File: src/rtl/refsel_pkg.sv
package refsel_pkg;
   function automatic int idx_bits(input int n);
      return (n <= 2) ? 1 : $clog2(n);
   endfunction
endpackage

File: src/rtl/refsel_mon.sv
module refsel_mon #(
   parameter int CNT_W    = 7,
   parameter int RUN_GOOD = 3
) (
   input  logic             clk,
   input  logic             rst_n,
   input  logic             ref_raw,
   input  logic             win_end,
   input  logic [CNT_W-1:0] exp_cnt,
   input  logic [CNT_W-1:0] tol,
   output logic             rise,
   output logic             valid
);
   localparam int RUN_W = $clog2(RUN_GOOD + 1);
   localparam logic [CNT_W-1:0] CMAX = '1;

   if (RUN_GOOD < 1) begin : g_bad_run
      $error("RUN_GOOD must be at least 1");
   end

   logic [2:0]       sh;
   logic [CNT_W-1:0] cnt, total, diff;
   logic [RUN_W-1:0] run;
   logic             in_tol;

   assign rise   = sh[1] & ~sh[2];
   assign total  = (rise && cnt != CMAX) ? cnt + 1'b1 : cnt;
   assign diff   = (total >= exp_cnt) ? total - exp_cnt : exp_cnt - total;
   assign in_tol = (total != '0) && (diff <= tol);

   always_ff @(posedge clk or negedge rst_n) begin
      if (!rst_n) begin
         sh    <= '0;
         cnt   <= '0;
         run   <= '0;
         valid <= 1'b0;
      end else begin
         sh <= {sh[1:0], ref_raw};
         if (win_end) begin
            cnt <= '0;
            if (in_tol) begin
               if (run != RUN_W'(RUN_GOOD)) run <= run + 1'b1;
               valid <= (run >= RUN_W'(RUN_GOOD - 1));
            end else begin
               run   <= '0;
               valid <= 1'b0;
            end
         end else begin
            cnt <= total;
         end
      end
   end


   valid_rise_at_window_chk: assert property (@(posedge clk) disable iff (!rst_n)
      $rose(valid) |-> $past(win_end));

   valid_fall_at_window_chk: assert property (@(posedge clk) disable iff (!rst_n)
      $fell(valid) |-> $past(win_end));
endmodule

File: src/rtl/refsel_pick.sv
module refsel_pick #(
   parameter int NUM_IN = 5,
   parameter int PRIO_W = 4,
   parameter int IDX_W  = 3
) (
   input  logic                     clk,
   input  logic                     rst_n,
   input  logic [NUM_IN-1:0]        valid,
   input  logic [NUM_IN*PRIO_W-1:0] prio,
   input  logic                     revertive,
   output logic [IDX_W-1:0]         sel_idx,
   output logic                     sel_ok,
   output logic                     sel_fail
);
   logic [NUM_IN-1:0] elig;
   logic [IDX_W-1:0]  best;
   logic [PRIO_W-1:0] best_p;
   logic              found, cur_elig;

   always_comb begin
      found    = 1'b0;
      best     = '0;
      best_p   = '0;
      cur_elig = 1'b0;
      for (int i = 0; i < NUM_IN; i++) begin
         elig[i] = valid[i] && (prio[i*PRIO_W +: PRIO_W] != '0);
         if (elig[i] && (!found || prio[i*PRIO_W +: PRIO_W] > best_p)) begin
            found  = 1'b1;
            best   = IDX_W'(i);
            best_p = prio[i*PRIO_W +: PRIO_W];
         end
         if (sel_idx == IDX_W'(i)) cur_elig = elig[i];
      end
   end

   assign sel_fail = sel_ok & ~cur_elig;

   always_ff @(posedge clk or negedge rst_n) begin
      if (!rst_n) begin
         sel_idx <= '0;
         sel_ok  <= 1'b0;
      end else if (!(sel_ok && cur_elig)) begin
         sel_ok <= found;
         if (found) sel_idx <= best;
      end else if (revertive && best != sel_idx) begin
         sel_idx <= best;
      end
   end


   fail_single_pulse_chk: assert property (@(posedge clk) disable iff (!rst_n)
      sel_fail |=> !sel_fail);

   fail_moves_on_chk: assert property (@(posedge clk) disable iff (!rst_n)
      sel_fail |=> (!sel_ok || sel_idx != $past(sel_idx)));

   nonrevert_hold_chk: assert property (@(posedge clk) disable iff (!rst_n)
      (sel_ok && !sel_fail && !revertive) |=> (sel_ok && $stable(sel_idx)));
endmodule

File: src/rtl/refsel_div.sv
module refsel_div #(
   parameter int NUM_IN = 5,
   parameter int IDX_W  = 3,
   parameter int DIV_W  = 8
) (
   input  logic              clk,
   input  logic              rst_n,
   input  logic [NUM_IN-1:0] rise,
   input  logic [IDX_W-1:0]  sel_idx,
   input  logic              sel_ok,
   input  logic [DIV_W-1:0]  ratio,
   output logic              tick
);
   logic [DIV_W-1:0] dcnt, eff;
   logic [IDX_W-1:0] prev_idx;
   logic             sel_rise;

   always_comb begin
      sel_rise = 1'b0;
      for (int i = 0; i < NUM_IN; i++)
         if (sel_idx == IDX_W'(i)) sel_rise = rise[i];
   end

   assign eff = (ratio == '0) ? DIV_W'(1) : ratio;

   always_ff @(posedge clk or negedge rst_n) begin
      if (!rst_n) begin
         dcnt     <= '0;
         tick     <= 1'b0;
         prev_idx <= '0;
      end else begin
         prev_idx <= sel_idx;
         if (!sel_ok || sel_idx != prev_idx) begin
            dcnt <= '0;
            tick <= 1'b0;
         end else if (sel_rise) begin
            if (dcnt >= eff - 1'b1) begin
               dcnt <= '0;
               tick <= 1'b1;
            end else begin
               dcnt <= dcnt + 1'b1;
               tick <= 1'b0;
            end
         end else begin
            tick <= 1'b0;
         end
      end
   end


   tick_isolated_chk: assert property (@(posedge clk) disable iff (!rst_n)
      tick |=> !tick);

   tick_needs_sel_chk: assert property (@(posedge clk) disable iff (!rst_n)
      tick |-> $past(sel_ok));
endmodule

File: src/rtl/refsel_top.sv
module refsel_top
   import refsel_pkg::*;
#(
   parameter int NUM_IN   = 5,
   parameter int WIN_LOG2 = 6,
   parameter int PRIO_W   = 4,
   parameter int DIV_W    = 8,
   parameter int RUN_GOOD = 3,
   localparam int CNT_W   = WIN_LOG2 + 1,
   localparam int IDX_W   = idx_bits(NUM_IN)
) (
   input  logic                     clk,
   input  logic                     rst_n,
   input  logic [NUM_IN-1:0]        ref_in,
   input  logic [NUM_IN*CNT_W-1:0]  exp_cnt,
   input  logic [CNT_W-1:0]         tol,
   input  logic [NUM_IN*PRIO_W-1:0] prio,
   input  logic                     revertive,
   input  logic [DIV_W-1:0]         div_ratio,
   output logic [NUM_IN-1:0]        ref_valid,
   output logic [IDX_W-1:0]         sel_idx,
   output logic                     sel_ok,
   output logic                     sel_fail,
   output logic                     div_tick
);
   if (NUM_IN < 1 || WIN_LOG2 < 2 || PRIO_W < 1 || DIV_W < 1) begin : g_bad_cfg
      $error("refsel_top: illegal parameter set");
   end

   logic [WIN_LOG2-1:0] wcnt;
   logic                win_end;
   logic [NUM_IN-1:0]   rise;

   assign win_end = &wcnt;

   always_ff @(posedge clk or negedge rst_n) begin
      if (!rst_n) wcnt <= '0;
      else        wcnt <= wcnt + 1'b1;
   end

   for (genvar g = 0; g < NUM_IN; g++) begin : g_mon
      refsel_mon #(.CNT_W(CNT_W), .RUN_GOOD(RUN_GOOD)) u_mon (
         .clk     (clk),
         .rst_n   (rst_n),
         .ref_raw (ref_in[g]),
         .win_end (win_end),
         .exp_cnt (exp_cnt[g*CNT_W +: CNT_W]),
         .tol     (tol),
         .rise    (rise[g]),
         .valid   (ref_valid[g])
      );
   end

   refsel_pick #(.NUM_IN(NUM_IN), .PRIO_W(PRIO_W), .IDX_W(IDX_W)) u_pick (
      .clk       (clk),
      .rst_n     (rst_n),
      .valid     (ref_valid),
      .prio      (prio),
      .revertive (revertive),
      .sel_idx   (sel_idx),
      .sel_ok    (sel_ok),
      .sel_fail  (sel_fail)
   );

   refsel_div #(.NUM_IN(NUM_IN), .IDX_W(IDX_W), .DIV_W(DIV_W)) u_div (
      .clk     (clk),
      .rst_n   (rst_n),
      .rise    (rise),
      .sel_idx (sel_idx),
      .sel_ok  (sel_ok),
      .ratio   (div_ratio),
      .tick    (div_tick)
   );
endmodule

File: config.mk
export PLATFORM = sky130hd
export DESIGN_NAME = refsel_top
export DESIGN_NICKNAME = d
export VERILOG_FILES = /design/src/rtl/refsel_pkg.sv /design/src/rtl/refsel_mon.sv /design/src/rtl/refsel_pick.sv /design/src/rtl/refsel_div.sv /design/src/rtl/refsel_top.sv
export SDC_FILE = /design/constraint.sdc
export NUM_CORES = 1
export LEC_CHECK = 0
export BUFFER_PORTS_ARGS = -buffer_cell sky130_fd_sc_hd__buf_2
export CAP_MARGIN = 40
export CORE_MARGIN = 2
export CORE_UTILIZATION = 35
export DETAILED_ROUTE_END_ITERATION = 16
export HOLD_SLACK_MARGIN = 0.12
export PLACE_DENSITY = 0.61
export REMOVE_ABC_BUFFERS = 1
export SETUP_SLACK_MARGIN = 0.3
export SYNTH_ARGS = -nofsm -noshare
export SYNTH_HDL_FRONTEND = slang
export SYNTH_HIERARCHICAL = 1
export SYNTH_SLANG_ARGS = --single-unit
File: constraint.sdc
create_clock -name clk -period 8.3 [get_ports clk]
set_input_delay 0.415 -clock clk [delete_from_list [all_inputs] [get_ports clk]]
set_output_delay 0.415 -clock clk [all_outputs]
set_load 0.02 [all_outputs]
# Yosys cells after proc, flatten, opt, wreduce, memory -nomap -nowiden
# Index checks and enable logic that the tools add are counted.
# word_totals
reg_bits	87
latch_bits	0
mem_bits_rw	0
romBits	0
in_bits	78
wordCells	218
n_memories	0
# op_classes
add_sub_neg	23
multipliers	0
div_mod_pow	0
magnitude_cmp	20
n_eq_ne	22
shift	0
muxes	63
bitwise_logic	12
reduce_logical	52
# ops
operator	count
two-way mux 7 bit	15
subtractor 7 bit	10
adder 7 x 1 -> 7 bit (second input constant)	5
>= comparator 7 bit	5
<= comparator 7 bit	5
inequality test 7 bit (second input constant)	5
AND reduction 7 bit	5
nonzero test 7 bit	5
two-way mux 8 bit	4
two-way mux 1 bit	24
two-way mux 2 bit	12
inequality test 2 bit (second input constant)	11
logical AND 1 bit	21
nonzero test 4 bit	5
> comparator 4 bit	4
two-way mux 4 bit	4
two-way mux 3 bit	4
adder 2 x 1 -> 2 bit (second input constant)	5
>= comparator 2 bit (second input constant)	5
adder 8 x 1 -> 8 bit (second input constant)	1
>= comparator 8 bit	1
zero test 8 bit	1
subtractor 8 x 1 -> 8 bit (second input constant)	1
adder 6 x 1 -> 6 bit (second input constant)	1
12 further kinds	33

# Logic depth before layout (Yosys ltp)
# logic_depth
ltp_word	23
ltp_mapped	29
ltp_nobuf	27

# By module
# The synthesis kept the hierarchy.
# by_module_without_submodules
module	n_inst	cells_per_inst	area_per_inst_um2	seq_area_each_um2
refsel_mon (g_mon[0].u_mon ...)	4	186	1566.5	325.3
refsel_mon (g_mon[2].u_mon)	1	153	1338.8	325.3
refsel_div	1	106	972.2	300.3
refsel_pick	1	112	967.2	100.1
refsel_top	1	19	239.0	150.1

# Worst setup path before layout
# No wires, ideal clock.
# synth_timing
kind	flip-flop to flip-flop
from	register g_mon[0].u_mon.valid
to	register u_pick.sel_idx[1]
setup_time_ns	0.125
t_arrival_ns	5.020
t_required_ns	8.175
slack_ns	3.156
stages_incl_launch_ff	29
n_path_buf	2
synth_period_minus_slack_ns	5.144
cell_sequence	dfrtp_1 > buf_4 > nand2_1 > ha_1 > a21o_1 > a21oi_1 > a21boi_1 > a32o_1 > ha_1 > a41o_2 > a21oi_1 > a31oi_2 > buf_6 > nand2_1 > o21ai_0 > ha_1 > nor2b_1 > o211ai_1 > a21oi_1 > o21bai_2 > o21a_1 > a21oi_1 > ha_1 > nand3_1 > o22ai_1 > o22ai_1 > a21o_1 > a21boi_0 > mux2_2
# synth_via
elab_chain_len	22
elab_cells_between_ends	44
classes_between	4 x order compare; 2 x eq/ne; 21 x mux; 17 x reduce/logical
# synth_rtl
element	line_no	text
start: declaration	refsel_mon.sv:12	output logic valid
start signal: assignment	refsel_mon.sv:43	valid <= (run >= RUN_W'(RUN_GOOD - 1));
logical AND 1 bit *	refsel_pick.sv:26	elig[i] = valid[i] && (prio[i*PRIO_W +: PRIO_W] != '0);
two-way mux 4 bit / two-way mux 1 bit (equally long branches)	refsel_pick.sv:27	if (elig[i] && (!found || prio[i*PRIO_W +: PRIO_W] > best_p)) begin
> comparator 4 bit / zero test 1 bit (equally long branches)	refsel_pick.sv:27	
logical OR 1 bit	refsel_pick.sv:27	
logical AND 1 bit	refsel_pick.sv:27	
two-way mux 4 bit / two-way mux 1 bit (equally long branches)	refsel_pick.sv:27	
> comparator 4 bit / zero test 1 bit (equally long branches)	refsel_pick.sv:27	
logical OR 1 bit	refsel_pick.sv:27	
(+6 left out)	--	
> comparator 4 bit / zero test 1 bit (equally long branches)	refsel_pick.sv:27	
logical OR 1 bit	refsel_pick.sv:27	
logical AND 1 bit	refsel_pick.sv:27	
two-way mux 3 bit	refsel_pick.sv:27	
inequality test 3 bit	refsel_pick.sv:45	end else if (revertive && best != sel_idx) begin
logical AND 1 bit	refsel_pick.sv:45	
inequality test 2 bit (no line)	--	
AND reduction 2 bit (no line)	--	
end signal: assignment	refsel_pick.sv:44	if (found) sel_idx <= best;
end signal: assignment	refsel_pick.sv:46	sel_idx <= best;
end: declaration	refsel_pick.sv:11	output logic [IDX_W-1:0] sel_idx,
# Every way passes the cells marked *; elsewhere a longest branch is shown, timed or not. The select of a mux whose other input is x is not followed.
# A chain may end at the register's enable or synchronous reset.

# Worst setup path after layout
# Ends and elaborated chain as after synthesis.

==> impl_metrics.yaml <==
run_status:
  outcome: "completed"
floorplanning:
  row_count: 61
  io-pin-count: 89
  core-area_sq_mm: 0.0276
  die_h_microns: 171
  die_area_sq_mm: 0.0293
  die_w_microns: 171
  initial_core_util: 0.354
yosys:
  synth_warnings: 6
  synth_seq_cells: 87
  async_reset_ff_frac: 1.00
  syn_area_per_cell_sq_um: 8.63
  syn-cell-area_sq_mm: 0.00978
  synth_seq_area_share: 0.223
  netlist_instances: 1134
  ys_types: 84
  synth_ff_type: "dfrtp_1"
  synth_edf_count: 0
pwr:
  total_power_mw: 2.87
  leakagePower_nw: 5.28
  irDropWorstVdd_uv: 122
  pwr_density_cell_mw_per_mm2: 264
global_routing:
  grt_use_total: 0.159
  grt_pass1_vias: 7962
  grt_max_degree: 60
  antenna_found_initial: 2
  grt_pass1_wl_microns: 38300
  grt_overflow: 0
drt:
  antenna_left: 0
  num_vias: 8226
  drcViolationCount: 0
  drtPass1Iterations: 5
  drt-initial-drc-count: 525
  wl_per_cell_microns: 14.2
  routed_wl_microns: 22600
  vias_per_cell: 5.16
timing:
  setup_viol: 0
  tightestPinTransition_ns: 0.758
  finalCritPeriodShare: 0.697
  finalHoldViolations: 0
  period_minus_slack_ns: 5.79
  fin_worst_skew_ns: 0.0113
  clock.fmax_mhz: 173
  slew_headroom: 0.494
  holdWs_ns: 0.162
  final.setup.tns_ns: 0
  rsz0062_at_grt: "false"
  drv_slew: 0
clock_tree:
  tritoncts: "built"
  cts_root_buf: "clkbuf_16"
  clock_latency_ns: 0.35
  cts_num_sinks: 87
  clk_pin_slew_ns: 0.07
  htree_levels: 3
  cts_setup_buffers: 0
  cts.path.max_buffers: 2
  numCtsBuffers: 9
setup_path:
  required_ns: 8.54
  cp_top_family: "compound AO/OA/AOI/OAI gates"
  cpPeakStageDelay_ns: 0.56
  slowest_stage: "dfrtp_1"
  critical_path_class: "register to register"
  arrival_ns: 6.03
  cp-end-kind: "register"
  cp_max_fo: 11
  critPathLaunchType: "register"
  crit_buf_inv: 0
finish:
  final_cell_mix: "inv_1, ha_1, nand2_1, dfrtp_1, buf_2"
  fin_nets: 1441
  final_common_cell: "inv_1"
  fin_area_sq_mm: 0.0109
  drive_gt1_frac: 0.168
  syn_to_final_growth_pct: 11.1
place:
  port-buffer-count: 88
  place_hpwl_microns: 18200
  dpl_cell_area_sq_mm: 0.0106
  gp_congestion: 0.867
run:
  cap_violations: 0
hold_path:
  hold_path_class: "primary input to register"
-- synth_stat cells, types with 5 or more instances --
cell type / number / area, sq um
a211oi_1: 18 / 135
a211oi_2: 5 / 62.6
a21bo_2: 8 / 80.1
a21o_1: 22 / 165
a21oi_1: 63 / 315
a21oi_4: 5 / 81.3
a22oi_1: 16 / 120
a31oi_1: 8 / 50.1
a32o_1: 5 / 50.1
a41o_2: 9 / 101
and2_1: 10 / 62.6
and3_1: 10 / 62.6
buf_6: 11 / 124
clkbuf_1: 10 / 37.5
dfrtp_1: 87 / 2180
fa_1: 10 / 200
ha_1: 142 / 1780
inv_1: 148 / 556
mux2_2: 5 / 56.3
mux2i_1: 16 / 160
nand2_1: 96 / 360
nand2b_1: 17 / 106
nand3_1: 35 / 175
nand3_2: 5 / 50.1
nand4_1: 9 / 56.3
nand4b_1: 10 / 87.6
nor2_1: 66 / 248
nor2b_1: 24 / 150
nor3_1: 31 / 155
o211ai_1: 12 / 90.1
o21a_1: 16 / 120
o21ai_0: 35 / 175
o21ai_1: 7 / 35.0
o22ai_1: 12 / 75.1
or2_1: 5 / 31.3
or2_2: 13 / 81.3
xnor2_1: 18 / 158
xor2_1: 14 / 123
-- flip-flops by register name (all words and copies together), names as in the netlist --
name               cells
u_div/prev_idx         3
u_div/tick             1
u_div/dcnt             8
u_pick/sel_ok          1
u_pick/sel_idx         3
g_mon.u_mon/run       10
g_mon.u_mon/sh        15
wcnt                   6
g_mon.u_mon/cnt       35
g_mon.u_mon/valid      5
-- final cells by class --
type                            instances  area (sq um)
Sequential cell                        87          2180
Tap cell                              378           473
Inverter                              148           556
Timing Repair Buffer                   93           503
Multi-Input combinational cell        872          6870
Clock buffer                            9           225
Clock inverter                          7          61.3
Antenna cell                            1          2.50
Fill cell                            2867         16800
-- timing repair --
| item | CTS | global route |
|---|---|---|
| gates resized for setup | 0 | 0 |
| setup endpoints to repair | 0 | 0 |
| hold buffers | 1 | 0 |
| endpoints found under the hold margin | 13 | 0 |
-- report_power, final --
group          internal, mW  total, mW  leakage [nW]  switching, mW
clock                 0.210      0.405         0.140          0.196
combinational         0.789       1.86          4.06           1.07
sequential            0.503      0.607          1.08          0.103
-- metal layers --
layer / vias up / routed length (microns) / GRT usage
met5: - / 16 / 0
met3: 17 / 815 / 0.0251
li1: 4198 / - / -
met1: 3875 / 11300 / 0.221
met4: 2 / 192 / 0.0265
met2: 134 / 10300 / 0.263
-- worst reg2reg max path, delay by kind of cell, from the launching register on --
kind	cells	cell delay, ns
AND/OR/NAND/NOR	6	0.76
multiplexers	1	0.29
AO/OA/AOI/OAI	16	2.87
flip-flops	1	0.56
adder cells (fa/ha/maj)	4	1.18
-- metrics by stage --
step / std cells / setup WS (ns) / util
after floorplan: 1107 / 3.03 / -
after global placement: 1575 / 2.76 / 0.381
after detailed placement: 1577 / 2.56 / 0.382
after CTS: 1594 / 2.55 / 0.393
after global routing: 1595 / 1.98 / 0.393
final: 1595 / 2.51 / 0.393
-- worst paths after layout --
check | from | to | slack [ns] | cells after the start
min reg2reg | g_mon[1].u_mon/sh[0] | g_mon[1].u_mon/sh[1] | 0.35 | 0
min | ref_in[4] | g_mon[4].u_mon/sh[0] | 0.16 | 1
max | g_mon[0].u_mon/valid | u_pick/sel_idx[1] | 2.51 | 27
max in group asynchronous | rst_n | wcnt[3] | 6.99 | 4
max reg2reg | g_mon[0].u_mon/valid | u_pick/sel_idx[1] | 2.51 | 27
min in group asynchronous | rst_n | g_mon[4].u_mon/cnt[2] | 0.45 | 2
-- kinds of logic (layout without fill, tap and decap cells) --
logic type | count (synthesis) | in the layout | share of synthesized area
flip-flops | 87 | 87 | 0.223
buffers and inverters | 175 | 257 | 0.0764
AND/OR/NAND/NOR | 367 | 367 | 0.205
XOR/XNOR | 36 | 36 | 0.0353
adder cells (fa/ha/maj) | 152 | 152 | 0.202
multiplexers | 22 | 22 | 0.0237
other | 0 | 1 | 0
AO/OA/AOI/OAI | 295 | 295 | 0.235
No activity file was read; power rests on OpenSTA's default activity.
